## src/rtl/nibtx_pkg.sv

```systemverilog
package nibtx_pkg;
    typedef enum logic [2:0] {
        ST_IDLE,
        ST_HDR,
        ST_DATA,
        ST_FCS,
        ST_JAM
    } tx_state_e;
endpackage

```

## src/rtl/nibtx_fcs_shift.sv

```systemverilog
module nibtx_fcs_shift #(
    parameter int W = 32
) (
    input  logic         clk,
    input  logic         rst_n,
    input  logic         load_i,
    input  logic         shift_i,
    input  logic [W-1:0] din_i,
    output logic [3:0]   nxt_o
);
    logic [W-1:0] sh_q;

    always_ff @(posedge clk or negedge rst_n) begin
        if (!rst_n) begin
            sh_q <= '0;
        end else if (load_i) begin
            sh_q <= din_i;
        end else if (shift_i) begin
            sh_q <= {4'b0000, sh_q[W-1:4]};
        end
    end

    // nibble that follows the one currently on the wire
    assign nxt_o = sh_q[7:4];
endmodule

```

## src/rtl/mac_nibble_tx.sv

```systemverilog
module mac_nibble_tx
    import nibtx_pkg::*;
#(
    parameter int         PRE_NIB = 14,
    parameter int         JAM_NIB = 8,
    parameter int         FCS_W   = 32,
    parameter logic [3:0] PRE_VAL = 4'h5,
    parameter logic [3:0] SFD_LO  = 4'h5,
    parameter logic [3:0] SFD_HI  = 4'hD,
    parameter logic [3:0] JAM_VAL = 4'hA
) (
    input  logic             clk,
    input  logic             rst_n,
    input  logic             start_i,
    input  logic [7:0]       asm_byte_i,
    input  logic             asm_eof_i,
    input  logic [FCS_W-1:0] fcs_i,
    input  logic             coll_i,
    output logic [3:0]       txd_o,
    output logic             tx_en_o,
    output logic             asm_en_o,
    output logic             tx_done_o,
    output logic             backoff_o
);
    localparam int FCS_NIB = FCS_W / 4;
    localparam int HDR_NIB = PRE_NIB + 2;
    localparam int CNT_W   = $clog2(HDR_NIB + FCS_NIB + JAM_NIB + 1);

    typedef struct packed {
        tx_state_e  st;
        logic [CNT_W-1:0] cnt;
        logic [7:0] dat;
        logic       last;
        logic       pend;
        logic [3:0] txd;
        logic       txen;
        logic       asmen;
        logic       done;
        logic       bo;
    } seq_t;

    localparam seq_t SEQ_RST = '{st: ST_IDLE, default: '0};

    seq_t seq_d, seq_q;
    logic fcs_load, fcs_shift;
    logic [3:0] fcs_nxt;
    logic go_jam, pend_now;

    nibtx_fcs_shift #(.W(FCS_W)) u_fcs (
        .clk    (clk),
        .rst_n  (rst_n),
        .load_i (fcs_load),
        .shift_i(fcs_shift),
        .din_i  (fcs_i),
        .nxt_o  (fcs_nxt)
    );

    always_comb begin
        seq_d     = seq_q;
        seq_d.done = 1'b0;
        seq_d.bo   = 1'b0;
        fcs_load  = 1'b0;
        fcs_shift = 1'b0;
        go_jam    = 1'b0;
        pend_now  = seq_q.pend | coll_i;

        unique case (seq_q.st)
            ST_IDLE: begin
                if (start_i) begin
                    seq_d.st    = ST_HDR;
                    seq_d.cnt   = CNT_W'(1);
                    seq_d.txd   = PRE_VAL;
                    seq_d.txen  = 1'b1;
                    seq_d.pend  = 1'b0;
                    seq_d.asmen = 1'b0;
                end
            end
            ST_HDR: begin
                if (seq_q.cnt <= CNT_W'(PRE_NIB)) begin
                    // preamble on the wire: a collision is only remembered
                    if (seq_q.cnt == CNT_W'(PRE_NIB)) begin
                        if (pend_now) begin
                            go_jam = 1'b1;
                        end else begin
                            seq_d.txd = SFD_LO;
                            seq_d.cnt = seq_q.cnt + 1'b1;
                        end
                    end else begin
                        seq_d.pend = pend_now;
                        seq_d.txd  = PRE_VAL;
                        seq_d.cnt  = seq_q.cnt + 1'b1;
                    end
                end else if (coll_i) begin
                    go_jam = 1'b1;
                end else if (seq_q.cnt == CNT_W'(PRE_NIB + 1)) begin
                    seq_d.txd   = SFD_HI;
                    seq_d.cnt   = seq_q.cnt + 1'b1;
                    seq_d.asmen = 1'b1;
                end else begin
                    seq_d.st    = ST_DATA;
                    seq_d.dat   = asm_byte_i;
                    seq_d.last  = asm_eof_i;
                    seq_d.txd   = asm_byte_i[3:0];
                    seq_d.cnt   = CNT_W'(1);
                    seq_d.asmen = 1'b1;
                end
            end
            ST_DATA: begin
                if (coll_i) begin
                    go_jam = 1'b1;
                end else if (seq_q.cnt == CNT_W'(1)) begin
                    seq_d.txd   = seq_q.dat[7:4];
                    seq_d.cnt   = '0;
                    seq_d.asmen = !seq_q.last;
                end else if (seq_q.last) begin
                    seq_d.st    = ST_FCS;
                    fcs_load    = 1'b1;
                    seq_d.txd   = fcs_i[3:0];
                    seq_d.cnt   = CNT_W'(1);
                    seq_d.asmen = 1'b0;
                end else begin
                    seq_d.dat   = asm_byte_i;
                    seq_d.last  = asm_eof_i;
                    seq_d.txd   = asm_byte_i[3:0];
                    seq_d.cnt   = CNT_W'(1);
                    seq_d.asmen = 1'b1;
                end
            end
            ST_FCS: begin
                if (coll_i) begin
                    go_jam = 1'b1;
                end else if (seq_q.cnt == CNT_W'(FCS_NIB)) begin
                    seq_d.st   = ST_IDLE;
                    seq_d.txd  = '0;
                    seq_d.txen = 1'b0;
                    seq_d.done = 1'b1;
                    seq_d.cnt  = '0;
                end else begin
                    seq_d.txd = fcs_nxt;
                    fcs_shift = 1'b1;
                    seq_d.cnt = seq_q.cnt + 1'b1;
                end
            end
            ST_JAM: begin
                if (seq_q.cnt == CNT_W'(JAM_NIB)) begin
                    seq_d.st   = ST_IDLE;
                    seq_d.txd  = '0;
                    seq_d.txen = 1'b0;
                    seq_d.cnt  = '0;
                end else begin
                    seq_d.txd = JAM_VAL;
                    seq_d.cnt = seq_q.cnt + 1'b1;
                end
            end
            default: seq_d = SEQ_RST;
        endcase

        if (go_jam) begin
            seq_d.st    = ST_JAM;
            seq_d.cnt   = CNT_W'(1);
            seq_d.txd   = JAM_VAL;
            seq_d.asmen = 1'b0;
            seq_d.bo    = 1'b1;
            seq_d.pend  = 1'b0;
        end
    end

    always_ff @(posedge clk or negedge rst_n) begin
        if (!rst_n) begin
            seq_q <= SEQ_RST;
        end else begin
            seq_q <= seq_d;
        end
    end

    assign txd_o     = seq_q.txd;
    assign tx_en_o   = seq_q.txen;
    assign asm_en_o  = seq_q.asmen;
    assign tx_done_o = seq_q.done;
    assign backoff_o = seq_q.bo;
endmodule

```

## config.mk

```make
export PLATFORM = sky130hd
export DESIGN_NAME = mac_nibble_tx
export DESIGN_NICKNAME = d
export VERILOG_FILES = /design/src/rtl/nibtx_pkg.sv /design/src/rtl/nibtx_fcs_shift.sv /design/src/rtl/mac_nibble_tx.sv
export SDC_FILE = /design/constraint.sdc
export NUM_CORES = 1
export LEC_CHECK = 0
export ABC_CLOCK_PERIOD_IN_PS = 5800
export BUFFER_PORTS_ARGS = -buffer_cell sky130_fd_sc_hd__buf_2
export CORE_UTILIZATION = 40
export DETAILED_ROUTE_END_ITERATION = 12
export PLACE_DENSITY = 0.59
export SETUP_SLACK_MARGIN = 0.3
export SLEW_MARGIN = 20
export SYNTH_ARGS = -nofsm -noshare
export SYNTH_HDL_FRONTEND = slang
export SYNTH_SLANG_ARGS = --single-unit
```

## constraint.sdc

```tcl
create_clock -name clk -period 5.8 [get_ports clk]
set_clock_uncertainty 0.1 [all_clocks]
set_input_delay 0.58 -clock clk [delete_from_list [all_inputs] [get_ports clk]]
set_output_delay 0.58 -clock clk [all_outputs]
set_load 0.05 [all_outputs]
```

==> reports/results.tsv <==
metric	value	unit
RSZ-0062 raised after global routing	no	
Relative slew margins	0.366	
critical path peak fanout	20	
share of cells above drive strength 1	0.220	
Routed Antenna Nets	0	
Worst-Margin Slew	0.943	ns
CP Capture Type	flip-flop	
post-route minimum period	2.88	ns
GRT Total Usage	0.205	
#FFs+latches synth	51	
clock buffer depth	2	
diode count	0	
total grt overflow	0	
synth top area cells	dfrtp_1, mux2i_1, o21ai_0	
CTS HTree Levels	2	
Port-buffer cells	52	
period utilization	0.496	
core area	7290	um2
max-cap violation count	0	
DRT Pass-1 Iters	4	
Die Y	89.2	um
Clock transition at path regs	0.10	ns
Final setup viols	0	
Syn Nets	371	
ys async rst share	1.00	
GPL Wtd Cong	0.870	
Yosys top cell area share	0.419	
Reg-to-Reg Start	seq_q[24]$_DFFE_PN0P_	
Area Growth Syn to Fin	11.1	%
total CTS buffers	5	
initial antenna violation count	0	
post-synth top area cell	dfrtp_1	
Mapped Area	3040	um2
number of synthesized flops with an enable pin	0	
Die X	89.2	um
P per Cell Area	488	nW/um2
Final nets	407	
top-count cell post-synth	dfrtp_1	
sequential share of the synthesized area	0.419	
Vias/cell	5.71	
Yosys cell types	55	
CTS tree	built	
Hold Crit Class	primary input to async pin	
Clock Tree Root	clkbuf_8	
Synth Area per Inst	9.45	um2
vias	2614	
final wirelength	7.51	mm
Resized Gates After CTS	0	
status	completed	
top cells by count, synth	dfrtp_1, nand2_1, o21ai_0, mux2i_1, a21oi_1	
r2r worst-path depth	5	
Leakage	0.00150	uW
Max Slew Vio Count	0	
setup_tns	0	ns
RR Endpoint	u_fcs.sh_q[9]$_DFFE_PN0P_	
drt initial violations	219	
IO Count	53	
clk sinks	51	
DRC viols	0	
fmax	348	MHz
number of setup buffers added after CTS	0	
vias in the first global route	2573	
fill count	740	
Synth Instances	322	
first-pass GRT wire length	12.4	mm
Initial Util	0.417	
WHS	0.259	ns
Die Area	7960	um2
critical path data arrival time	2.98	ns
Worst setup SP type	flip-flop	
largest net degree at the start of global routing	57	
hold_buf cts	0	
total number of yosys warnings	0	
Post-DP HPWL	5.24	mm
critical path required time	5.91	ns
Worst R2R Setup Slack	2.92	ns
worst skew pair latency	0.32	ns
WL per Instance	16.4	um
CP Class	flip-flop to flip-flop	
Worst IR Drop VDD	0.194	mV
top_reg_cell synth	dfrtp_1	
Final Hold Viols	0	
Cell Rows	31	
## area by class of cell
class,instances,area [um2],share of cell area
clock inverters,3,22.5,0.00666
well taps,99,124,0.0366
repair buffers,56,290,0.0859
flip-flops and latches,51,1280,0.377
clock buffers,5,68.8,0.0204
multi-input cells,236,1570,0.464
inverters,8,30.0,0.00888
## kinds of logic (layout without fill, tap and decap cells)
| logic type | count (synthesis) | in the layout | synth area share |
|---|---|---|---|
| compound gates | 99 | 99 | 0.210 |
| flops | 51 | 51 | 0.419 |
| buf+inv | 35 | 72 | 0.0682 |
| mux | 27 | 27 | 0.0908 |
| fa+ha+maj | 4 | 4 | 0.0164 |
| simple gates | 106 | 106 | 0.196 |
## stage by stage
step	cell area (um2)	setup WS, ns	total power, uW	util	std cells
after floorplan	3040	3.67	1250	-	322
after CTS	3380	2.94	1660	0.464	458
after global placement	3290	3.08	1420	0.451	450
after global routing	3380	2.65	1780	0.464	458
after detailed placement	3290	2.97	1440	0.451	450
final	3380	2.92	1650	0.464	458
## flip-flops by register name, summed over array words and instances (netlist names)
| signal | cells |
|---|---|
| tx_done_o | 1 |
| seq_q | 15 |
| asm_en_o | 1 |
| u_fcs.sh_q | 28 |
| tx_en_o | 1 |
| backoff_o | 1 |
| txd_o | 4 |
## worst max path at each step
| stage | cells past startpoint | startpoint | end |
|---|---|---|---|
| final | 5 | seq_q[24]$_DFFE_PN0P_ | u_fcs.sh_q[9]$_DFFE_PN0P_ |
| after global routing | 5 | seq_q[24]$_DFFE_PN0P_ | u_fcs.sh_q[10]$_DFFE_PN0P_ |
| after CTS | 5 | seq_q[24]$_DFFE_PN0P_ | u_fcs.sh_q[27]$_DFFE_PN0P_ |
| after detailed placement | 5 | seq_q[24]$_DFFE_PN0P_ | u_fcs.sh_q[27]$_DFFE_PN0P_ |
| after global placement | 5 | seq_q[24]$_DFFE_PN0P_ | u_fcs.sh_q[9]$_DFFE_PN0P_ |
| after floorplan | 7 | seq_q[18]$_DFFE_PN0P_ | seq_q[14]$_DFFE_PN0P_ |
## critical path: stages (launching register included)
cell     delay (ns)
dfrtp_1        0.73
nor2b_1        0.56
nand2_1        0.22
nor3_4         0.76
nor3b_1        0.11
a221o_1        0.29
## power breakdown
group | internal, uW | switching (uW) | leakage, uW | total (uW)
clock network | 86.9 | 133 | 0.0000485 | 220
registers | 504 | 157 | 0.000679 | 661
logic | 308 | 461 | 0.000770 | 769
total | 899 | 751 | 0.00150 | 1650
## cells in the final DEF (no fill, tap or decap), types with 8 or more instances in the layout
| cell type | count |
|---|---|
| a21oi_1 | 15 |
| a221o_1 | 9 |
| buf_2 | 52 |
| dfrtp_1 | 51 |
| inv_1 | 8 |
| mux2i_1 | 22 |
| nand2_1 | 43 |
| nand3_1 | 11 |
| nor2_1 | 11 |
| o211ai_1 | 9 |
| o21ai_0 | 39 |
## routing by layer
metal,GRT usage,share of wire,vias to the layer above
li1,-,-,1258
met1,0.266,0.44,1232
met2,0.350,0.48,114
met3,0.0332,0.065,10
met4,0.0693,0.017,0
met5,0,0,-
Power figures use the tool's default switching activity.
